`src/rtl/fip_pkg.sv`:
```
`timescale 1ns/1ps
package fip_pkg;
  localparam int CMD_MAX_BITS = 16;
  localparam int STAT_BITS    = 8;
  localparam int ALEN_W       = 2;
  localparam int DLEN_W       = 6;
  localparam int PCNT_W       = 6;
  localparam int CFG_W        = DLEN_W + 1 + ALEN_W + 1 + 1 + 1 + CMD_MAX_BITS;

  typedef enum logic [1:0] {
    OP_NONE    = 2'd0,
    OP_ERASE   = 2'd1,
    OP_PROGRAM = 2'd2,
    OP_WRSTAT  = 2'd3
  } fip_op_e;

  // control word layout, MSB first
  typedef struct packed {
    logic [DLEN_W-1:0]       dummy_len;  // [27:22]
    logic                    dummy_en;   // [21]
    logic [ALEN_W-1:0]       addr_len;   // [20:19]
    logic                    addr_en;    // [18]
    logic                    cmd16;      // [17]
    logic                    enable;     // [16]
    logic [CMD_MAX_BITS-1:0] cmd;        // [15:0]
  } fip_cfg_t;

  localparam logic [CFG_W-1:0] FIP_CFG_DEFAULT = 28'h001_0005;

  typedef enum logic [2:0] {
    PH_IDLE  = 3'd0,
    PH_CMD   = 3'd1,
    PH_ADDR  = 3'd2,
    PH_DUMMY = 3'd3,
    PH_STAT  = 3'd4,
    PH_GAP   = 3'd5
  } fip_phase_e;
endpackage

```
`src/rtl/fip_sclk_gen.sv`:
```
`timescale 1ns/1ps
module fip_sclk_gen #(
  parameter int HALF_DIV = 2
) (
  input  logic clk,
  input  logic rst,
  input  logic run_i,
  output logic sclk_o,
  output logic rise_o,
  output logic fall_o
);
  localparam int CW = (HALF_DIV > 1) ? $clog2(HALF_DIV) : 1;

  logic [CW-1:0] cnt_q;
  logic          sclk_q;
  logic          term;

  assign term = (cnt_q == CW'(HALF_DIV - 1));

  always_ff @(posedge clk) begin
    if (rst || !run_i) begin
      cnt_q  <= '0;
      sclk_q <= 1'b0;
    end else if (term) begin
      cnt_q  <= '0;
      sclk_q <= ~sclk_q;
    end else begin
      cnt_q  <= cnt_q + 1'b1;
    end
  end

  // strobes mark the cycle whose closing edge moves sclk
  assign rise_o = run_i && term && !sclk_q;
  assign fall_o = run_i && term && sclk_q;
  assign sclk_o = sclk_q;
endmodule

```
`src/rtl/fip_tx_shift.sv`:
```
`timescale 1ns/1ps
module fip_tx_shift #(
  parameter int W = 16
) (
  input  logic         clk,
  input  logic         rst,
  input  logic         load_i,
  input  logic [W-1:0] val_i,
  input  logic         shift_i,
  output logic         sd_o
);
  logic [W-1:0] sr_q;

  always_ff @(posedge clk) begin
    if (rst)          sr_q <= '0;
    else if (load_i)  sr_q <= val_i;
    else if (shift_i) sr_q <= {sr_q[W-2:0], 1'b0};
  end

  // zeros fill in behind the command, so address and dummy bits are 0
  assign sd_o = sr_q[W-1];
endmodule

```
`src/rtl/fip_rx_capture.sv`:
```
`timescale 1ns/1ps
module fip_rx_capture #(
  parameter int W = 8
) (
  input  logic         clk,
  input  logic         rst,
  input  logic         clr_i,
  input  logic         sample_i,
  input  logic         sd_i,
  output logic [W-1:0] data_o
);
  logic [W-1:0] sr_q;

  always_ff @(posedge clk) begin
    if (rst || clr_i)  sr_q <= '0;
    else if (sample_i) sr_q <= {sr_q[W-2:0], sd_i};
  end

  assign data_o = sr_q;
endmodule

```
`src/rtl/flash_idle_poller.sv`:
```
`timescale 1ns/1ps
module flash_idle_poller
  import fip_pkg::*;
#(
  parameter int CLK_DIV  = 2,
  parameter int GAP_SCLK = 2
) (
  input  logic             clk,
  input  logic             rst,
  input  logic             start_i,
  input  logic [1:0]       op_i,
  input  logic [CFG_W-1:0] cfg_i,
  output logic             sclk_o,
  output logic             cs_n_o,
  output logic             mosi_o,
  input  logic             miso_i,
  output logic             busy_o,
  output logic             done_o
);
  localparam int GAP_CYC = 2 * CLK_DIV * GAP_SCLK;
  localparam int GAP_W   = $clog2(GAP_CYC + 1);

  fip_phase_e          ph_q, ph_after;
  fip_cfg_t            cfg_q, cfg_in;
  logic [PCNT_W-1:0]   cnt_q;
  logic [GAP_W-1:0]    gap_q;
  logic                cs_q, busy_q, done_q;
  logic                run, rise, fall, accept;
  logic                load_tx, shift_tx, smp_rx;
  logic [CMD_MAX_BITS-1:0] tx_val;
  logic [STAT_BITS-1:0]    stat;
  logic                unused_stat_hi;

  assign cfg_in = fip_cfg_t'(cfg_i);

  function automatic logic [CMD_MAX_BITS-1:0] cmd_image(fip_cfg_t c);
    return c.cmd16 ? c.cmd : {c.cmd[7:0], 8'h00};
  endfunction

  function automatic fip_phase_e after_addr(fip_cfg_t c);
    return (c.dummy_en && (c.dummy_len != '0)) ? PH_DUMMY : PH_STAT;
  endfunction

  function automatic fip_phase_e after_cmd(fip_cfg_t c);
    return c.addr_en ? PH_ADDR : after_addr(c);
  endfunction

  function automatic logic [PCNT_W-1:0] len_m1(fip_phase_e p, fip_cfg_t c);
    case (p)
      PH_CMD:   return c.cmd16 ? PCNT_W'(CMD_MAX_BITS - 1) : PCNT_W'(7);
      PH_ADDR:  return PCNT_W'(c.addr_len);
      PH_DUMMY: return PCNT_W'(c.dummy_len) - PCNT_W'(1);
      default:  return PCNT_W'(STAT_BITS - 1);
    endcase
  endfunction

  assign run    = (ph_q == PH_CMD) || (ph_q == PH_ADDR) ||
                  (ph_q == PH_DUMMY) || (ph_q == PH_STAT);
  assign accept = start_i && (ph_q == PH_IDLE) && (op_i != OP_NONE);

  always_comb begin
    case (ph_q)
      PH_CMD:  ph_after = after_cmd(cfg_q);
      PH_ADDR: ph_after = after_addr(cfg_q);
      default: ph_after = PH_STAT;
    endcase
  end

  fip_sclk_gen #(.HALF_DIV(CLK_DIV)) u_sclk (
    .clk    (clk),
    .rst    (rst),
    .run_i  (run),
    .sclk_o (sclk_o),
    .rise_o (rise),
    .fall_o (fall)
  );

  assign load_tx  = (accept && cfg_in.enable) || ((ph_q == PH_GAP) && (gap_q == '0));
  assign tx_val   = (ph_q == PH_IDLE) ? cmd_image(cfg_in) : cmd_image(cfg_q);
  assign shift_tx = fall && (ph_q == PH_CMD);
  assign smp_rx   = rise && (ph_q == PH_STAT);

  fip_tx_shift #(.W(CMD_MAX_BITS)) u_tx (
    .clk     (clk),
    .rst     (rst),
    .load_i  (load_tx),
    .val_i   (tx_val),
    .shift_i (shift_tx),
    .sd_o    (mosi_o)
  );

  fip_rx_capture #(.W(STAT_BITS)) u_rx (
    .clk      (clk),
    .rst      (rst),
    .clr_i    (load_tx),
    .sample_i (smp_rx),
    .sd_i     (miso_i),
    .data_o   (stat)
  );

  // only the write-in-progress flag steers the sequence
  assign unused_stat_hi = ^stat[STAT_BITS-1:1];

  always_ff @(posedge clk) begin
    if (rst) begin
      ph_q   <= PH_IDLE;
      cfg_q  <= fip_cfg_t'(FIP_CFG_DEFAULT);
      cnt_q  <= '0;
      gap_q  <= '0;
      cs_q   <= 1'b1;
      busy_q <= 1'b0;
      done_q <= 1'b0;
    end else begin
      done_q <= 1'b0;
      case (ph_q)
        PH_IDLE: begin
          if (accept) begin
            cfg_q <= cfg_in;
            if (cfg_in.enable) begin
              ph_q   <= PH_CMD;
              cnt_q  <= len_m1(PH_CMD, cfg_in);
              cs_q   <= 1'b0;
              busy_q <= 1'b1;
            end else begin
              done_q <= 1'b1;
            end
          end
        end
        PH_CMD, PH_ADDR, PH_DUMMY: begin
          if (fall) begin
            if (cnt_q == '0) begin
              ph_q  <= ph_after;
              cnt_q <= len_m1(ph_after, cfg_q);
            end else begin
              cnt_q <= cnt_q - 1'b1;
            end
          end
        end
        PH_STAT: begin
          if (fall) begin
            if (cnt_q == '0) begin
              cs_q <= 1'b1;
              if (stat[0]) begin
                ph_q  <= PH_GAP;
                gap_q <= GAP_W'(GAP_CYC - 1);
              end else begin
                ph_q   <= PH_IDLE;
                busy_q <= 1'b0;
                done_q <= 1'b1;
              end
            end else begin
              cnt_q <= cnt_q - 1'b1;
            end
          end
        end
        PH_GAP: begin
          if (gap_q == '0) begin
            ph_q  <= PH_CMD;
            cnt_q <= len_m1(PH_CMD, cfg_q);
            cs_q  <= 1'b0;
          end else begin
            gap_q <= gap_q - 1'b1;
          end
        end
        default: ph_q <= PH_IDLE;
      endcase
    end
  end

  assign cs_n_o = cs_q;
  assign busy_o = busy_q;
  assign done_o = done_q;
endmodule

```
`config.mk`:
```
export PLATFORM = sky130hd
export DESIGN_NAME = flash_idle_poller
export DESIGN_NICKNAME = d
export VERILOG_FILES = /design/src/rtl/fip_pkg.sv /design/src/rtl/fip_sclk_gen.sv /design/src/rtl/fip_tx_shift.sv /design/src/rtl/fip_rx_capture.sv /design/src/rtl/flash_idle_poller.sv
export SDC_FILE = /design/constraint.sdc
export NUM_CORES = 1
export LEC_CHECK = 0
export ABC_AREA = 1
export BUFFER_PORTS_ARGS = -buffer_cell sky130_fd_sc_hd__buf_4
export CORE_MARGIN = 4
export CORE_UTILIZATION = 44
export CTS_BUF_LIST = sky130_fd_sc_hd__clkbuf_8
export CTS_CLUSTER_SIZE = 28
export DETAILED_ROUTE_END_ITERATION = 10
export PLACE_DENSITY = 0.72
export SETUP_SLACK_MARGIN = 0.3
export SLEW_MARGIN = 25
export SYNTH_ARGS = -nofsm -noshare
export SYNTH_HDL_FRONTEND = slang
export SYNTH_SLANG_ARGS = --single-unit
```
`constraint.sdc`:
```
create_clock -name clk -period 2.7 [get_ports clk]
set_input_delay 0.27 -clock clk [delete_from_list [all_inputs] [get_ports clk]]
set_output_delay 0.27 -clock clk [all_outputs]
set_load 0.01 [all_outputs]
```
==> results.json <==
{
  "r2r_end": "u_tx.sr_q[10]$_SDFFE_PP0P_",
  "irDropWorstVdd_mv": 0.454,
  "synth-seq-cells": 62,
  "tritoncts": "done",
  "vias": 3428,
  "postCtsSetupRepairBufs": 0,
  "fp.dieArea_um2": 9320,
  "fp.dieH_um": 96.6,
  "startpoint_type": "flop",
  "cts_hold_buf": 0,
  "grt_pass1_vias": 3179,
  "clock.fmax_mhz": 473,
  "multi_input_area_um2": 1890,
  "antenna_cells": 0,
  "drt_first_iter_violations": 180,
  "ys_top_cells_by_count": "133 x nand2_1, 67 x o21ai_0, 62 x dfxtp_1",
  "criticalPathCategory": "flop to flop",
  "synthFlopType": "dfxtp_1",
  "placedInstanceArea_um2": 3750,
  "portBuffers": 38,
  "ys_seq_area_share_pct": 36.0,
  "hold_path_depth": 3,
  "cts_sinks": 62,
  "rr_startpoint": "ph_q[1]$_SDFFE_PP0P_",
  "yosysMostFrequentCell": "nand2_1",
  "drtPass1Iterations": 5,
  "instances_no_fill": 656,
  "drc": 0,
  "power_density_nw_per_um2": 952,
  "grt_pass1_wl_mm": 14.7,
  "core_region_area_um2": 7690,
  "cts_made_buffers": 9,
  "synth_cell_types": 38,
  "nFillCells": 804,
  "clk_pin_slew_worst_paths_ns": 0.07,
  "setup_viol": 0,
  "hold_class": "input port to flop",
  "cts_resized": 0,
  "placed_cells": 640,
  "antenna_found_initial": 0,
  "ioPinCount": 39,
  "hold_slack_ns": 0.178,
  "syn_to_final_growth_pct": 15.4,
  "wl_per_cell_um": 13.3,
  "htreeDepth": 3,
  "nNetsFinal": 586,
  "status": "finished clean",
  "rrSetupSlack_ns": 0.58,
  "track_usage_pct": 20.2,
  "die-width_um": 96.6,
  "cts_root_buffer": "clkbuf_8",
  "clock_path_buffers": 2,
  "post_synth.cell_area_avg_um2": 6.64,
  "min_period_ns": 2.12,
  "synth_edf_count": 0,
  "slew_violations": 0,
  "synth_fp_nets": 557,
  "power_frac_clock_pct": 23.7,
  "switching_power_mw": 1.60,
  "netlist.top_cell.by_area": "dfxtp_1",
  "holdPathEnd": "cfg_q[24]$_SDFFE_PP0P_",
  "final_area_um2": 3980,
  "num_rows": 32,
  "reg2reg_depth": 11,
  "final-seq-area_um2": 1240,
  "total_power_mw": 3.79,
  "startpoint": "ph_q[1]$_SDFFE_PP0P_",
  "hold_viol_final": 0,
  "min_from": "cfg_i[24]",
  "switching_share_pct": 42.3,
  "drtAntennaViolNets": 0,
  "arrival_ns": 2.40,
  "required_ns": 2.99,
  "synth.area.top_cells": "dfxtp_1 36%, nand2_1 14%, o21ai_0 9.7%, nor2_1 6.3%, inv_1 5.1%",
  "fin_tns_setup_ns": 0,
  "ys_warn_count": 0,
  "syn_area_um2": 3450,
  "drv_cap": 0,
  "grt_max_degree": 37,
  "intPower_mw": 2.19,
  "p_seq_share_pct": 34.3,
  "synthCells": 520,
  "fin_crit_sh_pct": 78.3,
  "cp_max_fo": 33,
  "tightestPinTransition_ns": 0.634,
  "drive_gt1_share_pct": 15.7,
  "start_util_pct": 44.9,
  "grt_setup_unrepaired": "no",
  "clk_latency_ns": 0.35,
  "async_reset_ff_share_pct": 0,
  "wl_mm": 8.75,
  "relSlewSlack_pct": 57.7,
  "leakagePower_nw": 1.72,
  "yosys.area.top_type_share_pct": 36.0,
  "pwr-share-comb_pct": 42.0,
  "viasPerCell": 5.23,
  "crit_path_end_kind": "flop",
  "gp_congestion": 0.904,
  "skew_ns": 0.00889,
  "dpl.hpwl_mm": 6.36,
  "overflow": 0
}
-- worst max-delay path by stage --
stage	endpoint	depth (start not counted)
floorplan	cnt_q[3]$_SDFFE_PP0P_	10
global placement	u_tx.sr_q[15]$_SDFFE_PP0P_	11
detailed placement	u_tx.sr_q[9]$_SDFFE_PP0P_	11
CTS	u_tx.sr_q[9]$_SDFFE_PP0P_	11
global route	u_tx.sr_q[8]$_SDFFE_PP0P_	11
finish	u_tx.sr_q[10]$_SDFFE_PP0P_	11
-- per-stage QoR --
stage / worst slack [ns] / util, %
detailed placement: 0.406 / 48.8
global placement: 0.493 / 48.8
finish: 0.585 / 51.8
floorplan: 1.13 / -
CTS: 0.393 / 51.6
global route: 0.373 / 51.8
-- power groups by stage --
| stage | registers [mW] | logic, mW | clock network (mW) |
|---|---|---|---|
| 2_1_floorplan | 1.26 | 1.27 | 0 |
| 5_1_grt | 1.33 | 1.82 | 0.949 |
| 6_report | 1.30 | 1.59 | 0.899 |
| 3_3_place_gp | 1.31 | 1.54 | 0 |
| 3_5_place_dp | 1.31 | 1.55 | 0 |
| 4_1_cts | 1.30 | 1.57 | 0.911 |
-- flip-flops by register name (all words and copies together) (netlist names) --
| signal | cells |
|---|---|
| cnt_q | 6 |
| u_sclk.cnt_q | 1 |
| cfg_q | 27 |
| done_o | 1 |
| u_sclk.sclk_o | 1 |
| ph_q | 3 |
| u_rx.data_o | 1 |
| cs_n_o | 1 |
| gap_q | 4 |
| busy_o | 1 |
| u_tx.sr_q | 16 |
-- layer usage --
layer | vias to the layer above | routed length (um) | track usage, %
li1 | 1759 | - | -
met1 | 1552 | 4040 | 26.6
met2 | 101 | 4030 | 32.7
met3 | 16 | 522 | 3.80
met4 | 0 | 157 | 7.83
met5 | - | 0 | 0
-- worst max-delay path, cell delays in order, from the launching register on --
cell     delay, ns
dfxtp_1       0.39
nor2_4        0.15
nand2_4       0.15
inv_4         0.18
nand2_8       0.15
inv_6         0.23
nand2_8       0.07
nand2_4       0.23
nor2_8        0.08
inv_6         0.15
o21ai_0       0.12
a21oi_2       0.12
-- logic make-up after synthesis --
kind of cell | share of synthesized area [%]
simple gates | 32.0
compound gates | 20.4
buf+inv | 9.54
flops | 36.0
xor+xnor | 1.02
fa+ha+maj | 1.09
-- layout make-up --
class	instances	area share [%]
clock inverters	7	2.26
inverters	52	5.22
clock buffers	9	3.11
well taps	102	3.20
multi-input cells	384	47.4
repair buffers	40	7.54
flip-flops and latches	62	31.2
-- cell usage in the layout, fill, tap and decap left out, types with 2 or more instances in the layout --
cell type  count
nand2_4        2
o211ai_1       3
inv_6          2
a31oi_1        5
nand2_1      133
nor2_2         4
inv_2          2
nand2_8        2
dfxtp_1       60
o21ai_0       67
clkbuf_8       9
buf_4         40
a21oi_2        9
dfxtp_2        2
nand3b_1       3
xor2_1         4
bufinv_16      2
nor2_4         2
ha_1           3
nand4_1        4
inv_1         48
nand3_2        2
nand3_1       31
a21oi_1       33
o21ai_1        4
o22ai_1        3
nor3_1         4
clkinv_2       2
nor2_1        58
(Power assumes the default switching activity.)
